**src/rtl/prio_arb_pkg.sv**
```systemverilog
package prio_arb_pkg;

   localparam int PRIO_W = 8;
   localparam int RUN_W  = PRIO_W + 1;
   localparam int ID_W   = 10;

   localparam logic [ID_W-1:0]   NONE_ID    = 10'd1023;
   localparam logic [RUN_W-1:0]  IDLE_RUN   = 9'h100;
   localparam logic [PRIO_W-1:0] MASK_RESET = 8'hF0;

   typedef struct packed {
      logic              vld;
      logic [PRIO_W-1:0] prio;
      logic [ID_W-1:0]   id;
   } cand_t;

   // Left operand always carries the lower IDs, so ties keep it.
   function automatic cand_t pick_better(input cand_t lo, input cand_t hi);
      if (lo.vld && (!hi.vld || (lo.prio <= hi.prio)))
         return lo;
      return hi;
   endfunction

endpackage

```
**src/rtl/prio_leaf_build.sv**
```systemverilog
module prio_leaf_build
   import prio_arb_pkg::*;
#(
   parameter int NUM_SRC    = 64,
   parameter int BANKED_SRC = 32,
   parameter int LEAVES     = 64
) (
   input  logic [NUM_SRC-1:0]                  en_row,
   input  logic [NUM_SRC-1:0]                  pend_row,
   input  logic [BANKED_SRC*PRIO_W-1:0]        own_prio,
   input  logic [(NUM_SRC-BANKED_SRC)*PRIO_W-1:0] shr_prio,
   output cand_t [LEAVES-1:0]                  leaves
);

   for (genvar s = 0; s < LEAVES; s++) begin : g_leaf
      if (s < BANKED_SRC) begin : g_banked
         assign leaves[s].vld  = en_row[s] & pend_row[s];
         assign leaves[s].prio = own_prio[s*PRIO_W +: PRIO_W];
         assign leaves[s].id   = ID_W'(s);
      end else if (s < NUM_SRC) begin : g_shared
         assign leaves[s].vld  = en_row[s] & pend_row[s];
         assign leaves[s].prio = shr_prio[(s-BANKED_SRC)*PRIO_W +: PRIO_W];
         assign leaves[s].id   = ID_W'(s);
      end else begin : g_pad
         assign leaves[s] = '{vld: 1'b0, prio: '1, id: NONE_ID};
      end
   end

endmodule

```
**src/rtl/prio_tree.sv**
```systemverilog
module prio_tree
   import prio_arb_pkg::*;
#(
   parameter int LEAVES = 64
) (
   input  cand_t [LEAVES-1:0] leaves,
   output cand_t              best
);

   localparam int LVLS = $clog2(LEAVES);

   if ((1 << LVLS) != LEAVES) begin : g_chk_pow2
      $error("prio_tree: LEAVES must be a power of two");
   end

   for (genvar l = 0; l <= LVLS; l++) begin : lv
      cand_t [(LEAVES>>l)-1:0] node;
      if (l == 0) begin : g_base
         assign node = leaves;
      end else begin : g_cmp
         for (genvar n = 0; n < (LEAVES >> l); n++) begin : g_node
            assign node[n] = pick_better(lv[l-1].node[2*n], lv[l-1].node[2*n+1]);
         end
      end
   end

   assign best = lv[LVLS].node[0];

endmodule

```
**src/rtl/prio_gate.sv**
```systemverilog
module prio_gate
   import prio_arb_pkg::*;
(
   input  cand_t             best,
   input  logic              dist_en,
   input  logic              if_en,
   input  logic [PRIO_W-1:0] mask,
   input  logic [RUN_W-1:0]  run,
   output logic [ID_W-1:0]   id,
   output logic              req
);

   logic passes;

   always_comb begin
      passes = dist_en && if_en && best.vld && (best.prio <= mask);
      id     = passes ? best.id : NONE_ID;
      req    = passes && ({1'b0, best.prio} < run);
   end

endmodule

```
**src/rtl/prio_arbiter.sv**
```systemverilog
module prio_arbiter
   import prio_arb_pkg::*;
#(
   parameter int NUM_SRC    = 64,
   parameter int NUM_CPU    = 2,
   parameter int BANKED_SRC = 32,
   parameter bit REG_OUT    = 1'b1
) (
   input  logic                                   clk,
   input  logic                                   rst_n,
   input  logic                                   dist_en,
   input  logic [NUM_CPU-1:0]                     cpu_if_en,
   input  logic [NUM_CPU*NUM_SRC-1:0]             src_enable,
   input  logic [NUM_CPU*NUM_SRC-1:0]             src_pending,
   input  logic [NUM_CPU*BANKED_SRC*8-1:0]        banked_prio,
   input  logic [(NUM_SRC-BANKED_SRC)*8-1:0]      shared_prio,
   input  logic [NUM_CPU*8-1:0]                   prio_mask,
   input  logic [NUM_CPU*9-1:0]                   run_prio,
   output logic [NUM_CPU*10-1:0]                  pend_id,
   output logic [NUM_CPU-1:0]                     irq_req
);

   localparam int LEAVES = 1 << $clog2(NUM_SRC);

   if (NUM_SRC <= BANKED_SRC) begin : g_chk_src
      $error("prio_arbiter: NUM_SRC must exceed BANKED_SRC");
   end
   if (NUM_SRC > 1020) begin : g_chk_max
      $error("prio_arbiter: NUM_SRC must stay below the reserved IDs");
   end
   if (NUM_CPU < 1) begin : g_chk_cpu
      $error("prio_arbiter: NUM_CPU must be at least one");
   end

   for (genvar c = 0; c < NUM_CPU; c++) begin : g_cpu
      cand_t [LEAVES-1:0] leaves;
      cand_t              best;
      logic [ID_W-1:0]    id_d;
      logic               req_d;

      prio_leaf_build #(
         .NUM_SRC(NUM_SRC), .BANKED_SRC(BANKED_SRC), .LEAVES(LEAVES)
      ) u_leaf (
         .en_row  (src_enable[c*NUM_SRC +: NUM_SRC]),
         .pend_row(src_pending[c*NUM_SRC +: NUM_SRC]),
         .own_prio(banked_prio[c*BANKED_SRC*PRIO_W +: BANKED_SRC*PRIO_W]),
         .shr_prio(shared_prio),
         .leaves  (leaves)
      );

      prio_tree #(.LEAVES(LEAVES)) u_tree (
         .leaves(leaves),
         .best  (best)
      );

      prio_gate u_gate (
         .best   (best),
         .dist_en(dist_en),
         .if_en  (cpu_if_en[c]),
         .mask   (prio_mask[c*PRIO_W +: PRIO_W]),
         .run    (run_prio[c*RUN_W +: RUN_W]),
         .id     (id_d),
         .req    (req_d)
      );

      if (REG_OUT) begin : g_reg
         logic [ID_W-1:0] id_q;
         logic            req_q;
         always_ff @(posedge clk) begin
            if (!rst_n) begin
               id_q  <= NONE_ID;
               req_q <= 1'b0;
            end else begin
               id_q  <= id_d;
               req_q <= req_d;
            end
         end
         assign pend_id[c*ID_W +: ID_W] = id_q;
         assign irq_req[c]              = req_q;
      end else begin : g_comb
         assign pend_id[c*ID_W +: ID_W] = id_d;
         assign irq_req[c]              = req_d;
      end
   end

endmodule

```
**config.mk**
```make
export PLATFORM = sky130hd
export DESIGN_NAME = prio_arbiter
export DESIGN_NICKNAME = d
export VERILOG_FILES = /design/src/rtl/prio_arb_pkg.sv /design/src/rtl/prio_leaf_build.sv /design/src/rtl/prio_tree.sv /design/src/rtl/prio_gate.sv /design/src/rtl/prio_arbiter.sv
export SDC_FILE = /design/constraint.sdc
export NUM_CORES = 2
export LEC_CHECK = 0
export ABC_AREA = 1
export BUFFER_PORTS_ARGS = -buffer_cell sky130_fd_sc_hd__buf_2
export CAP_MARGIN = 40
export CORE_AREA = 2 2 425 427
export DETAILED_ROUTE_END_ITERATION = 8
export DIE_AREA = 0 0 427 429
export HOLD_SLACK_MARGIN = 0.1
export PLACE_DENSITY = 0.61
export SKIP_LAST_GASP = 1
export SLEW_MARGIN = 20
export SYNTH_ARGS = -nofsm -noshare
export SYNTH_HDL_FRONTEND = slang
export SYNTH_HIERARCHICAL = 1
export SYNTH_SLANG_ARGS = --single-unit
```
**constraint.sdc**
```tcl
create_clock -name clk -period 18 [get_ports clk]
set_clock_uncertainty 0.2 [all_clocks]
set_input_delay 1.8 -clock clk [delete_from_list [all_inputs] [get_ports clk]]
set_output_delay 1.8 -clock clk [all_outputs]
set_load 0.05 [all_outputs]
```
; ---- Yosys cells after proc, flatten, opt, wreduce, memory -nomap -nowiden
; Index checks and enable logic that the tools add are counted.
[totals]
input_bits = 1063
ff_bits = 22
[classes]
n_reduce_logical = 388
n_lt_le_gt_ge = 114
n_bitwise = 128
mux = 378
[ops]
columns = operator, n
row1 = 19-bit 2-to-1 mux, 252
row2 = 8-bit <= comparator, 112
row3 = 1-bit logical AND, 134
row4 = 1-bit AND, 128
row5 = 1-bit logical NOT, 126
row6 = 1-bit logical OR, 126
row7 = 1-bit 2-to-1 mux, 126
row8 = 8-bit by 9-bit less-than comparator with 1-bit output, 2
row9 = 2-bit AND reduction, 2

; ---- Depth between registers and ports, before layout
[logic_depth]
depth_word = 34
depth_mapped = 87

; ---- Cells and area by module
; Netlist, hierarchy kept.
[by_module_without_submodules]
columns = module, seq_area_each_um2, instances, area_each_um2, cells_each
row1 = prio_tree at g_cpu[1].u_tree, 0.0, 1, 30015.0, 5564
row2 = prio_tree at g_cpu[0].u_tree, 0.0, 1, 29309.4, 5497
row3 = prio_leaf_build, 0.0, 2, 9136.3, 1282
row4 = prio_gate, 0.0, 2, 506.7, 82
row5 = prio_arbiter, 440.4, 1, 643.1, 70

; ---- Worst setup path after synthesis
; Ideal clock, no wire load.
[synth_timing]
path_type = input to register
start = input shared_prio[167]
end = register g_cpu[1].g_reg.id_q[0]
path_buffers = 8
arrival_ps = 10833
path_stages = 73
setup_slack_ps = 6854
required_ps = 17688
cell_sequence = buf_4 ha_1 nand2_1 nor2_1 a21boi_0 nand2_2 nand2_2 buf_4 nand2_1 and2_1 ha_1 nand2_1 nor2_2 nand4_1 nand2_1 inv_1 a21oi_4 inv_4 (+37 left out) nand2_1 nor3_1 nand3_1 a31oi_4 inv_4 buf_6 nand3_1 nand2_1 ha_1 a21oi_1 nor2_1 nor2_1 nand2_1 nand2_1 buf_6 nand3b_1 inv_1 nand2_1
[synth_lines]
columns = item, line_no
row1 = "start, declared", prio_arbiter.sv:16  ; input logic [(NUM_SRC-BANKED_SRC)*8-1:0] shared_prio,
row2 = "end signal, assigned", prio_arbiter.sv:74  ; id_q <= id_d;
row3 = "end, declared", prio_arbiter.sv:67  ; logic [ID_W-1:0] id_q;

==> impl_summary.log <==
[metrics] placer's final routability congestion estimate: 1.03
[metrics] share of flip-flops with an asynchronous set or reset after synthesis: 0
[metrics] count of vias placed by the detailed router: 77300
[metrics] pin count of the biggest net entering global routing: 31
[metrics] HPWL after DPL: 239 mm
[metrics] Critical Path Sink Type: register
[metrics] Fmax achieved: 67.8 MHz
[metrics] Synth warnings: 6
[metrics] primary flip-flop cell chosen by synthesis mapping: sky130_fd_sc_hd__dfxtp_1
[metrics] list of most frequent post-synthesis cells: sky130_fd_sc_hd__nand2_1 (3703), sky130_fd_sc_hd__nand3_1 (2478), sky130_fd_sc_hd__buf_4 (2365)
[metrics] Synth Area per Inst: 5.72 um^2
[metrics] critical-path cell with the highest stage delay: sky130_fd_sc_hd__a21oi_2
[metrics] Fin Hold WS: 1770 ps
[metrics] Die Width: 427 um
[metrics] share of power burned in registers: 0.008
[metrics] gate count after technology mapping: 13900
[metrics] final-layout setup total negative slack: 0 ps
[metrics] average wire length per cell after detail routing: 17.3 um
[metrics] sw frac: 0.668
[metrics] Chip Height: 429 um
[metrics] placed cell count: 15900
[metrics] Hold Fails Final Rpt: 0
[metrics] first-pass detailed-route iteration total: 6
[metrics] top-count cell post-synth: sky130_fd_sc_hd__nand2_1
[metrics] hold wc startpoint: rst_n
[metrics] sink count of the clock tree: 22
[metrics] share of the yosys chip area belonging to registers: 0.00556
[metrics] Max rail drop VDD: 0.230 mV
[metrics] cell-internal power: 2.39 mW
[metrics] share of the clock period used by the worst path after layout: 0.819
[metrics] count of buffers from port buffering: 1084
[metrics] clock-pin slew of the registers on the worst-case setup and hold paths: 60 ps
[metrics] final number of max-transition violations: 0
[metrics] # nets final: 15700
[metrics] unrepaired setup endpoints after global routing: false
[metrics] global-route wire length before repair: 411 mm
[metrics] Tmin final: 14740 ps
[metrics] number of synthesized register bits: 22
[metrics] Site Rows: 155
[metrics] top cell type by total area after synthesis: sky130_fd_sc_hd__buf_4
[metrics] Filler Cell Count: 20500
[metrics] antenna violations before repair: 114
[metrics] # Max-Cap Violations: 0
[metrics] number of enable-type register cells in the synthesized netlist: 0
[metrics] number of buffers added for setup after CTS: 0
[metrics] destination of the critical timing path: g_cpu[1].g_reg.id_q[3]
[metrics] vias per cell: 4.84
[metrics] clock power share: 0.007
[metrics] reported leakage power: 46.2 nW
[metrics] area share of the largest cell type after synthesis: 0.224
[metrics] first-iteration detailed-routing DRC count: 7388
[metrics] vias in the first global route: 68300
[metrics] Data arrival, critical path: 14690 ps
[metrics] status: finished clean
[metrics] detailed-route wire length: 276 mm
[metrics] Unique masters post-synth: 54
[metrics] maximum level of the CTS H-tree: 1
[metrics] CTS resizes: 0
[metrics] worst min-delay path class: input port to register
[metrics] # DRC: 0
[metrics] GRT Overall Usage: 0.288
[metrics] # IOs: 1085
[metrics] Non-Filler Instances: 16000
[metrics] worst setup path startpoint: shared_prio[143]
[metrics] Total Power Consumption: 7.20 mW
[metrics] layout cell share with drive strength beyond 1: 0.106
[metrics] category of the critical setup timing path: input port to register
[metrics] GR Overflow Total: 0
[metrics] highest fanout seen on the critical path: 21
[metrics] netlist area before placement: 79300 um^2
[metrics] CP startpoint kind: input port
[metrics] CP peak stage delay: 620 ps
[metrics] setup violation total in the final timing report: 0
[metrics] combinational cell fraction of total power: 0.985
[metrics] TritonCTS clock tree: built
[metrics] cell repeated most along the worst path: sky130_fd_sc_hd__nand2_1
[metrics] max_slew headroom: 0.432
[metrics] required time at the worst-slack endpoint: 17950 ps
[metrics] Die Area: 183000 um^2
[metrics] hold bufs inserted after CTS: 0
[metrics] net switching power: 4.81 mW
[metrics] CTS max path bufs: 2
[metrics] core region area: 178000 um^2
[metrics] Pwr per Cell Area: 98.1 nW/um^2
[metrics] ranking of synthesized cells by area: sky130_fd_sc_hd__buf_4 (22%), sky130_fd_sc_hd__nand2_1 (18%), sky130_fd_sc_hd__ha_1 (16%)
[metrics] post-synthesis to final-layout area growth: -7.33%
[metrics] Initial Utilization: 0.445
[metrics] number of buffers added by the clock tree synthesis step: 3
[metrics] root buf cell: sky130_fd_sc_hd__clkbuf_16
[metrics] DRT antenna net count: 0
[metrics] transition time at the pin with the least slew margin: 852 ps
## logic make-up after synthesis
| kind of cell | count (synthesis) | synth area share |
|---|---|---|
| adder cells (fa/ha/maj) | 1038 | 0.164 |
| flip-flops | 22 | 0.00556 |
| AO/OA/AOI/OAI | 820 | 0.0665 |
| AND/OR/NAND/NOR | 7520 | 0.435 |
| other | 4 | 0.000189 |
| buffers and inverters | 4455 | 0.329 |
## placed cells by master, fill, tap and decap left out, types with 273 or more instances in the layout
| master | n |
|---|---|
| sky130_fd_sc_hd__a21oi_1 | 354 |
| sky130_fd_sc_hd__nand3b_1 | 434 |
| sky130_fd_sc_hd__conb_1 | 1280 |
| sky130_fd_sc_hd__nand3_1 | 2478 |
| sky130_fd_sc_hd__and2_1 | 273 |
| sky130_fd_sc_hd__nor2_1 | 370 |
| sky130_fd_sc_hd__ha_1 | 1038 |
| sky130_fd_sc_hd__buf_2 | 1084 |
| sky130_fd_sc_hd__inv_1 | 1701 |
| sky130_fd_sc_hd__nand2_1 | 3703 |
## critical path: cells and delay by family
kind	cells	cell delay, ps
AND/OR/NAND/NOR	35	4910
buffers and inverters	9	2010
adder cells (fa/ha/maj)	7	2030
AO/OA/AOI/OAI	17	3910
## state kept, by name, indices dropped and copies added, names as in the netlist
signal and cells:
g_cpu.g_reg.req_q 2, g_cpu.g_reg.id_q 20
## power by group through the flow
| stage | sequential [mW] | combinational, mW | clock (mW) |
|---|---|---|---|
| 3_5_place_dp | 0.0607 | 6.92 | 0 |
| 2_1_floorplan | 0.0748 | 5.42 | 0 |
| 4_1_cts | 0.0595 | 6.95 | 0.0539 |
| 3_3_place_gp | 0.0606 | 6.95 | 0 |
| 5_1_grt | 0.0600 | 7.88 | 0.0536 |
| 6_report | 0.0595 | 7.09 | 0.0506 |
## layer usage
metal,share of wire,global-route usage
met4,0.036,0.0875
met2,0.43,0.449
met5,0.0010,0
met3,0.074,0.0321
met1,0.46,0.410
## worst min-delay path by stage
stage	slack, ps	cells past startpoint	endpoint
2_1_floorplan	1690	2	g_cpu[0].g_reg.req_q
3_3_place_gp	2070	2	g_cpu[0].g_reg.id_q[9]
3_5_place_dp	2070	2	g_cpu[0].g_reg.id_q[7]
4_1_cts	1770	2	g_cpu[0].g_reg.id_q[7]
5_1_grt	1770	2	g_cpu[0].g_reg.id_q[7]
6_report	1770	2	g_cpu[0].g_reg.id_q[3]
## final cells by class
cell class	instances	area, um^2	share of cell area
multi-input combinational	10700	57500	0.783
inverter	1756	6610	0.0900
timing repair buffer	1112	5690	0.0775
tap	2355	2950	0.0401
sequential	22	440	0.00600
antenna	59	148	0.00201
clock buffer	3	75.1	0.00102
## metrics by stage
stage / instance area [um^2] / worst slack, ps / util
detailed placement: 73100 / 3170 / 0.411
floorplan: 84000 / 6850 / -
finish: 73400 / 3260 / 0.413
global placement: 73100 / 3140 / 0.410
CTS: 73200 / 3420 / 0.411
global route: 73400 / 1990 / 0.412
No activity file was read; power rests on OpenSTA's default activity.
